`config.mk`:
```
export PLATFORM = sky130hd
export DESIGN_NAME = gpio_irq_bank
export DESIGN_NICKNAME = d
export VERILOG_FILES = /design/src/rtl/gpio_irq_pkg.sv /design/src/rtl/gpio_sync.sv /design/src/rtl/gpio_regs.sv /design/src/rtl/gpio_irq_unit.sv /design/src/rtl/gpio_irq_bank.sv
export SDC_FILE = /design/constraint.sdc
export NUM_CORES = 1
export LEC_CHECK = 0
export CORE_MARGIN = 1.5
export CORE_UTILIZATION = 45
export CTS_BUF_LIST = sky130_fd_sc_hd__clkbuf_4 sky130_fd_sc_hd__clkbuf_8
export CTS_CLUSTER_DIAMETER = 100
export DETAILED_ROUTE_END_ITERATION = 10
export DONT_BUFFER_PORTS = 1
export RECOVER_POWER = 100
export SLEW_MARGIN = 0
export SYNTH_ARGS = -nofsm -noshare
export SYNTH_HDL_FRONTEND = slang
export SYNTH_SLANG_ARGS = --single-unit
```
`constraint.sdc`:
```
create_clock -name clk -period 2.3 [get_ports clk]
set_clock_uncertainty 0.05 [all_clocks]
set_input_delay 0.46 -clock clk [delete_from_list [all_inputs] [get_ports clk]]
set_output_delay 0.46 -clock clk [all_outputs]
set_load 0.02 [all_outputs]
```
`src/rtl/gpio_irq_pkg.sv`:
```
package gpio_irq_pkg;
  localparam int unsigned DATA_W   = 32;
  localparam int unsigned IRQ_PINS = 8;

  // register offsets (byte addresses)
  localparam logic [7:0] OFS_DIR_RD  = 8'h00;
  localparam logic [7:0] OFS_DIR_SET = 8'h04;
  localparam logic [7:0] OFS_DIR_CLR = 8'h08;
  localparam logic [7:0] OFS_PIN_RD  = 8'h0C;
  localparam logic [7:0] OFS_OUT_SET = 8'h10;
  localparam logic [7:0] OFS_OUT_CLR = 8'h14;
  localparam logic [7:0] OFS_ICF_SET = 8'h18;
  localparam logic [7:0] OFS_ICF_CLR = 8'h1C;
  localparam logic [7:0] OFS_PND_CLR = 8'h20;
  localparam logic [7:0] OFS_PND_RD  = 8'h24;

  // interrupt-control word; the most significant field comes first
  typedef struct packed {
    logic [IRQ_PINS-1:0] lvl;
    logic [IRQ_PINS-1:0] dbnc;
    logic [IRQ_PINS-1:0] fall;
    logic [IRQ_PINS-1:0] rise;
  } irq_cfg_t;
endpackage

```
`src/rtl/gpio_sync.sv`:
```
module gpio_sync #(
  parameter int unsigned W      = 32,
  parameter int unsigned STAGES = 2
) (
  input  logic         clk,
  input  logic         rst_n,
  input  logic [W-1:0] d_async,
  output logic [W-1:0] q_sync
);
  logic [STAGES-1:0][W-1:0] stg_q;

  always_ff @(posedge clk or negedge rst_n) begin
    if (!rst_n) begin
      stg_q <= '0;
    end else begin
      stg_q[0] <= d_async;
      for (int i = 1; i < STAGES; i++) stg_q[i] <= stg_q[i-1];
    end
  end

  assign q_sync = stg_q[STAGES-1];
endmodule

```
`src/rtl/gpio_regs.sv`:
```
module gpio_regs
  import gpio_irq_pkg::*;
#(
  parameter int unsigned W      = 32,
  parameter int unsigned ADDR_W = 8
) (
  input  logic              clk,
  input  logic              rst_n,
  input  logic [ADDR_W-1:0] bus_addr,
  input  logic              bus_we,
  input  logic [W-1:0]      bus_wdata,
  output logic [W-1:0]      dir_q,
  output logic [W-1:0]      out_q,
  output irq_cfg_t          cfg_q
);
  logic hit_dir_set, hit_dir_clr, hit_out_set, hit_out_clr, hit_cfg_set, hit_cfg_clr;

  assign hit_dir_set = bus_we && (bus_addr == ADDR_W'(OFS_DIR_SET));
  assign hit_dir_clr = bus_we && (bus_addr == ADDR_W'(OFS_DIR_CLR));
  assign hit_out_set = bus_we && (bus_addr == ADDR_W'(OFS_OUT_SET));
  assign hit_out_clr = bus_we && (bus_addr == ADDR_W'(OFS_OUT_CLR));
  assign hit_cfg_set = bus_we && (bus_addr == ADDR_W'(OFS_ICF_SET));
  assign hit_cfg_clr = bus_we && (bus_addr == ADDR_W'(OFS_ICF_CLR));

  always_ff @(posedge clk or negedge rst_n) begin
    if (!rst_n) begin
      dir_q <= '0;
      out_q <= '0;
      cfg_q <= '0;
    end else begin
      if (hit_dir_set) dir_q <= dir_q | bus_wdata;
      if (hit_dir_clr) dir_q <= dir_q & ~bus_wdata;
      if (hit_out_set) out_q <= out_q | bus_wdata;
      if (hit_out_clr) out_q <= out_q & ~bus_wdata;
      if (hit_cfg_set) cfg_q <= cfg_q | irq_cfg_t'(bus_wdata[$bits(irq_cfg_t)-1:0]);
      if (hit_cfg_clr) cfg_q <= cfg_q & ~irq_cfg_t'(bus_wdata[$bits(irq_cfg_t)-1:0]);
    end
  end

  a_r2_dir_set_acts: assert property (@(posedge clk) disable iff (!rst_n)
    hit_dir_set |=> ((dir_q & $past(bus_wdata)) == $past(bus_wdata)));
  a_r2_dir_clr_acts: assert property (@(posedge clk) disable iff (!rst_n)
    hit_dir_clr |=> ((dir_q & $past(bus_wdata)) == '0));
  a_r3_out_idle_stable: assert property (@(posedge clk) disable iff (!rst_n)
    !bus_we |=> $stable(out_q));
  a_r5_cfg_clr_acts: assert property (@(posedge clk) disable iff (!rst_n)
    hit_cfg_clr |=> ((cfg_q & $past(bus_wdata)) == '0));
endmodule

```
`src/rtl/gpio_irq_unit.sv`:
```
module gpio_irq_unit #(
  parameter int unsigned N = 8
) (
  input  logic         clk,
  input  logic         rst_n,
  input  logic [N-1:0] pin_s,
  input  logic [N-1:0] rise_en,
  input  logic [N-1:0] fall_en,
  input  logic [N-1:0] lvl_sel,
  input  logic         clr_we,
  input  logic [N-1:0] clr_mask,
  output logic [N-1:0] pend_q,
  output logic         irq_o
);
  logic [N-1:0] prev_q;
  logic [N-1:0] det;
  logic [N-1:0] clr_eff;

  for (genvar i = 0; i < N; i++) begin : g_pin
    assign det[i] = lvl_sel[i]
      ? ((rise_en[i] & pin_s[i]) | (fall_en[i] & ~pin_s[i]))
      : ((rise_en[i] & pin_s[i] & ~prev_q[i]) | (fall_en[i] & ~pin_s[i] & prev_q[i]));
  end

  assign clr_eff = clr_we ? clr_mask : '0;

  always_ff @(posedge clk or negedge rst_n) begin
    if (!rst_n) begin
      prev_q <= '0;
      pend_q <= '0;
    end else begin
      prev_q <= pin_s;
      pend_q <= (pend_q & ~clr_eff) | det;
    end
  end

  assign irq_o = |pend_q;

  a_r7_pending_sticky: assert property (@(posedge clk) disable iff (!rst_n)
    (clr_eff == '0) |=> ((($past(pend_q)) & ~pend_q) == '0));
  a_r11_detect_wins: assert property (@(posedge clk) disable iff (!rst_n)
    (det != '0) |=> ((pend_q & $past(det)) == $past(det)));
  a_r12_masked_quiet: assert property (@(posedge clk) disable iff (!rst_n)
    (((rise_en | fall_en) == '0) && (pend_q == '0)) |=> (pend_q == '0));
  a_r6_edge_needs_change: assert property (@(posedge clk) disable iff (!rst_n)
    ((lvl_sel == '0) && (pin_s == prev_q) && (pend_q == '0)) |=> (pend_q == '0));
endmodule

```
`src/rtl/gpio_irq_bank.sv`:
```
module gpio_irq_bank
  import gpio_irq_pkg::*;
#(
  parameter int unsigned ADDR_W = 8
) (
  input  logic              clk,
  input  logic              rst_n,
  input  logic [ADDR_W-1:0] bus_addr,
  input  logic              bus_we,
  input  logic [DATA_W-1:0] bus_wdata,
  output logic [DATA_W-1:0] bus_rdata,
  input  logic [DATA_W-1:0] pad_in,
  output logic [DATA_W-1:0] pad_out,
  output logic [DATA_W-1:0] pad_oe,
  output logic              irq_o
);
  logic [DATA_W-1:0]   pin_s;
  logic [DATA_W-1:0]   dir_q, out_q;
  irq_cfg_t            cfg_q;
  logic [IRQ_PINS-1:0] pend_q;
  logic                pnd_clr_we;

  gpio_sync #(.W(DATA_W), .STAGES(2)) u_sync (
    .clk(clk), .rst_n(rst_n), .d_async(pad_in), .q_sync(pin_s)
  );

  gpio_regs #(.W(DATA_W), .ADDR_W(ADDR_W)) u_regs (
    .clk(clk), .rst_n(rst_n), .bus_addr(bus_addr), .bus_we(bus_we),
    .bus_wdata(bus_wdata), .dir_q(dir_q), .out_q(out_q), .cfg_q(cfg_q)
  );

  assign pnd_clr_we = bus_we && (bus_addr == ADDR_W'(OFS_PND_CLR));

  gpio_irq_unit #(.N(IRQ_PINS)) u_irq (
    .clk(clk), .rst_n(rst_n), .pin_s(pin_s[IRQ_PINS-1:0]),
    .rise_en(cfg_q.rise), .fall_en(cfg_q.fall), .lvl_sel(cfg_q.lvl),
    .clr_we(pnd_clr_we), .clr_mask(bus_wdata[IRQ_PINS-1:0]),
    .pend_q(pend_q), .irq_o(irq_o)
  );

  assign pad_out = out_q;
  assign pad_oe  = dir_q;

  always_comb begin
    bus_rdata = '0;
    case (bus_addr)
      ADDR_W'(OFS_DIR_RD):  bus_rdata = dir_q;
      ADDR_W'(OFS_PIN_RD):  bus_rdata = (dir_q & out_q) | (~dir_q & pin_s);
      ADDR_W'(OFS_OUT_SET): bus_rdata = out_q;
      ADDR_W'(OFS_ICF_SET): bus_rdata = cfg_q;
      ADDR_W'(OFS_PND_RD):  bus_rdata = {{(DATA_W-IRQ_PINS){1'b0}}, pend_q};
      default:              bus_rdata = '0;
    endcase
  end

  a_r10_irq_tracks_pending: assert property (@(posedge clk) disable iff (!rst_n)
    $rose(irq_o) |-> (pend_q != '0));
  a_r1_irq_low_on_reset_exit: assert property (@(posedge clk) disable iff (!rst_n)
    $rose(rst_n) |-> !irq_o);
endmodule

```
==> impl_results.md <==
* Result of the run: complete, but fails checks
* Failing checks: hold timing
* Clock Power Share at 35.8%
* Leading post-synthesis cells by cell area: dfrtp_1 (60%), a21oi_1 (7.8%), mux2i_1 (6.8%)
* Setup crit start kind: input pin
* Boundary Pins at 172
* Die width at 131 um
* Multi-input gate area in the final layout at 2760 um^2
* Max-Cap Viols at 0
* Number of clock sinks at 176
* Tightest slew margin relative to the limit at 6.61%
* Fraction of final layout cells with drive strength greater than 1 at 10.1%
* Detailed Route Iter0 Violations at 423
* Die footprint at 17200 um^2
* First-pass detailed-route iteration total at 5
* Slew at the pin closest to its max-slew limit at 1.40 ns
* Number of enable flip-flop cells after synthesis at 0
* Antenna violations before repair at 1
* Total wire length at 21500 um
* Synthesized net count at 720
* FMAX at 448 MHz
* Worst-path fanout max at 31
* Final-report hold violation count at 176
* Count of hold buffers inserted by post-cts repair at 65
* Leakage Power at 3.92 nW
* Total power density per cell area at 716 nW/um^2
* Top cell type's share of synthesized area at 59.8%
* ANT nets after route at 0
* Net total in the final layout at 788
* Setup-violating endpoint count in the final report at 0
* Initial Utilization at 46.2%
* Overall via count from detail_route at 5744
* Chip height at 131 um
* Power dissipated by switching net loads at 1.61 mW
* Switching portion of total power at 25.7%
* Post-route insts no fill at 943
* Synthesized area divided by synthesized cell count at 11.4 um^2
* Largest area contributor in the synthesized netlist: dfrtp_1
* CTS Root Cell: clkbuf_8
* Area growth from synthesis to final layout at 19.0%
* Grt total ovfl at 0
* Most frequent cells after synthesis: dfrtp_1 (176), a21oi_1 (115), a31oi_1 (51)
* Min-Delay Path Class: in2async
* Post-Syn Instances at 645
* # fillers at 1391
* Synthesized area at 7370 um^2
* Worst Hold Margin at -0.367 ns
* Clock transition at path regs at 0.10 ns
* Required time of the critical path at 1.79 ns
* Category of cells accounting for the largest share of critical-path delay: simple AND/OR/NAND/NOR gates
* Critical path capture point type: output port
* CP max stage cell: or4b_4
* Critical path, cell by cell: or4b_4, nor4b_4, buf_4, a221o_1
* Total GRT Usage at 25.6%
* Clk buf depth at 2
* Via count of the first global-routing pass at 5790
* Rows at 46
* Start-to-end type of the worst setup path: in2out
* Largest vdd supply drop at 462 uV
* # H-tree levels at 4
* Critical path arrival at 1.72 ns
* Routability congestion estimate at 0.844
* Register Area at 4410 um^2
* Maximum number of pins on one net before global-route repair at 177
* Fraction of synthesis flops using an asynchronous set or reset pin at 100%
* Half-perimeter wire length of the detailed placement result at 13100 um
* Relative contribution of combinational cells to total power at 6.3%
* Most frequent cell after synthesis: dfrtp_1
* Routed wire length per instance at 22.7 um
* Placeable Area at 15900 um^2
* Number of max-slew violations in the final report at 0
* Largest incremental delay on the critical path at 0.54 ns
* Shortest period the worst path allows at 2.23 ns
* Cell Count Post-Placement at 845
* Clock tree from TritonCTS: done
* Predominant post-synthesis flop cell: dfrtp_1
* Sum Neg Setup Slack at 0 ns
* Count of buffer and inverter cells on the critical path at 1
* Number of storage elements in the synthesis netlist at 176
* Total setup buffers inserted after CTS at 0
* Seq/Total Area, Yosys at 59.8%
* Share of the clock period used by the worst path after layout at 97.0%
* Wire length of the first global-routing pass at 32200 um
* Distinct cells, synth at 40
* Clock buffers created by TritonCTS at 17
* Count of synthesis-stage warnings from yosys at 0
* Setup repair after global routing missed its margin: no
* Ratio of routed vias to standard cells at 6.09
* Source-to-sink clock delay at the later pin of the worst-skew pair at 0.47 ns
* Count of buffers from port buffering at 0
* Portion of total power attributed to sequential cells at 57.9%
* Internal power at 4.66 mW
* Remaining routing DRC violations at 0
==> layer usage <==
layer  wire length (um)  track usage (%)  vias to the layer above
met1               9150             33.2                     2935
met2              10100             39.9                      259
met3               1910             9.49                       23
met5                  0                0                        -
li1                   -                -                     2527
met4                278             8.40                        0
==> per-stage QoR <==
stage               setup WS, ns  util [%]  cell area, um^2  power (mW)  hold slack [ns]
CTS                       0.0290      55.2             8800        6.33           -0.410
floorplan                0.00277         -             7380        3.86            0.114
global route             0.00631      55.0             8770        6.52           -0.404
detailed placement        0.0277      48.5             7730        3.98            0.121
global placement          0.0531      48.5             7730        3.96            0.120
finish                    0.0692      55.0             8770        6.28           -0.367
==> path summary, 6_finish.rpt <==
check / to / slack (ns) / start / cells after the start
worst min register to register: u_sync.q_sync[31] / 0.29 / u_sync.stg_q[31] / 0
worst max-delay path: bus_rdata[3] / 0.07 / bus_addr[4] / 4
worst min-delay path: async pin / -0.37 / rst_n / 0
worst max register to register: u_irq.pend_q[7] / 1.20 / register / 3
max in group asynchronous: async pin / 2.32 / rst_n / 0
min in group clk: register / 0.03 / bus_wdata[10] / 1
==> cells in the final DEF (no fill, tap or decap), types with 11 or more instances in the layout <==
| cell | n |
|---|---|
| dfrtp_1 | 175 |
| o21ai_0 | 16 |
| a211o_1 | 17 |
| a31oi_1 | 51 |
| dlygate4sd3_1 | 65 |
| mux2i_1 | 50 |
| nand2_1 | 32 |
| mux2_1 | 11 |
| clkbuf_8 | 21 |
| nor2_1 | 37 |
| a21oi_1 | 115 |
==> final cells by class <==
cell class / count / area share (%)
flip-flops and latches: 176 / 50.2
multi-input cells: 418 / 31.5
repair buffers: 91 / 9.96
well taps: 216 / 3.08
diodes: 1 / 0.0285
inverters: 9 / 0.385
clock buffers: 22 / 3.38
clock inverters: 10 / 1.41
==> cells by family after synthesis <==
group	share of synthesized area, %
AO/OA/AOI/OAI	19.6
XOR/XNOR	0.119
buffers and inverters	3.14
flip-flops	59.8
multiplexers	10.0
AND/OR/NAND/NOR	7.34
==> power groups by stage <==
stage	Clock [mW]	Sequential (mW)	Combinational, mW
after floorplan	0	3.59	0.267
after global placement	0	3.68	0.279
after detailed placement	0	3.69	0.293
after CTS	2.31	3.63	0.398
after global routing	2.42	3.66	0.439
final	2.25	3.63	0.397
==> what timing repair did <==
item,in CTS,in global routing
resized for setup,0,3
hold endpoints to repair,268,176
endpoints found under the setup margin,0,13
Power figures use the tool's default switching activity.
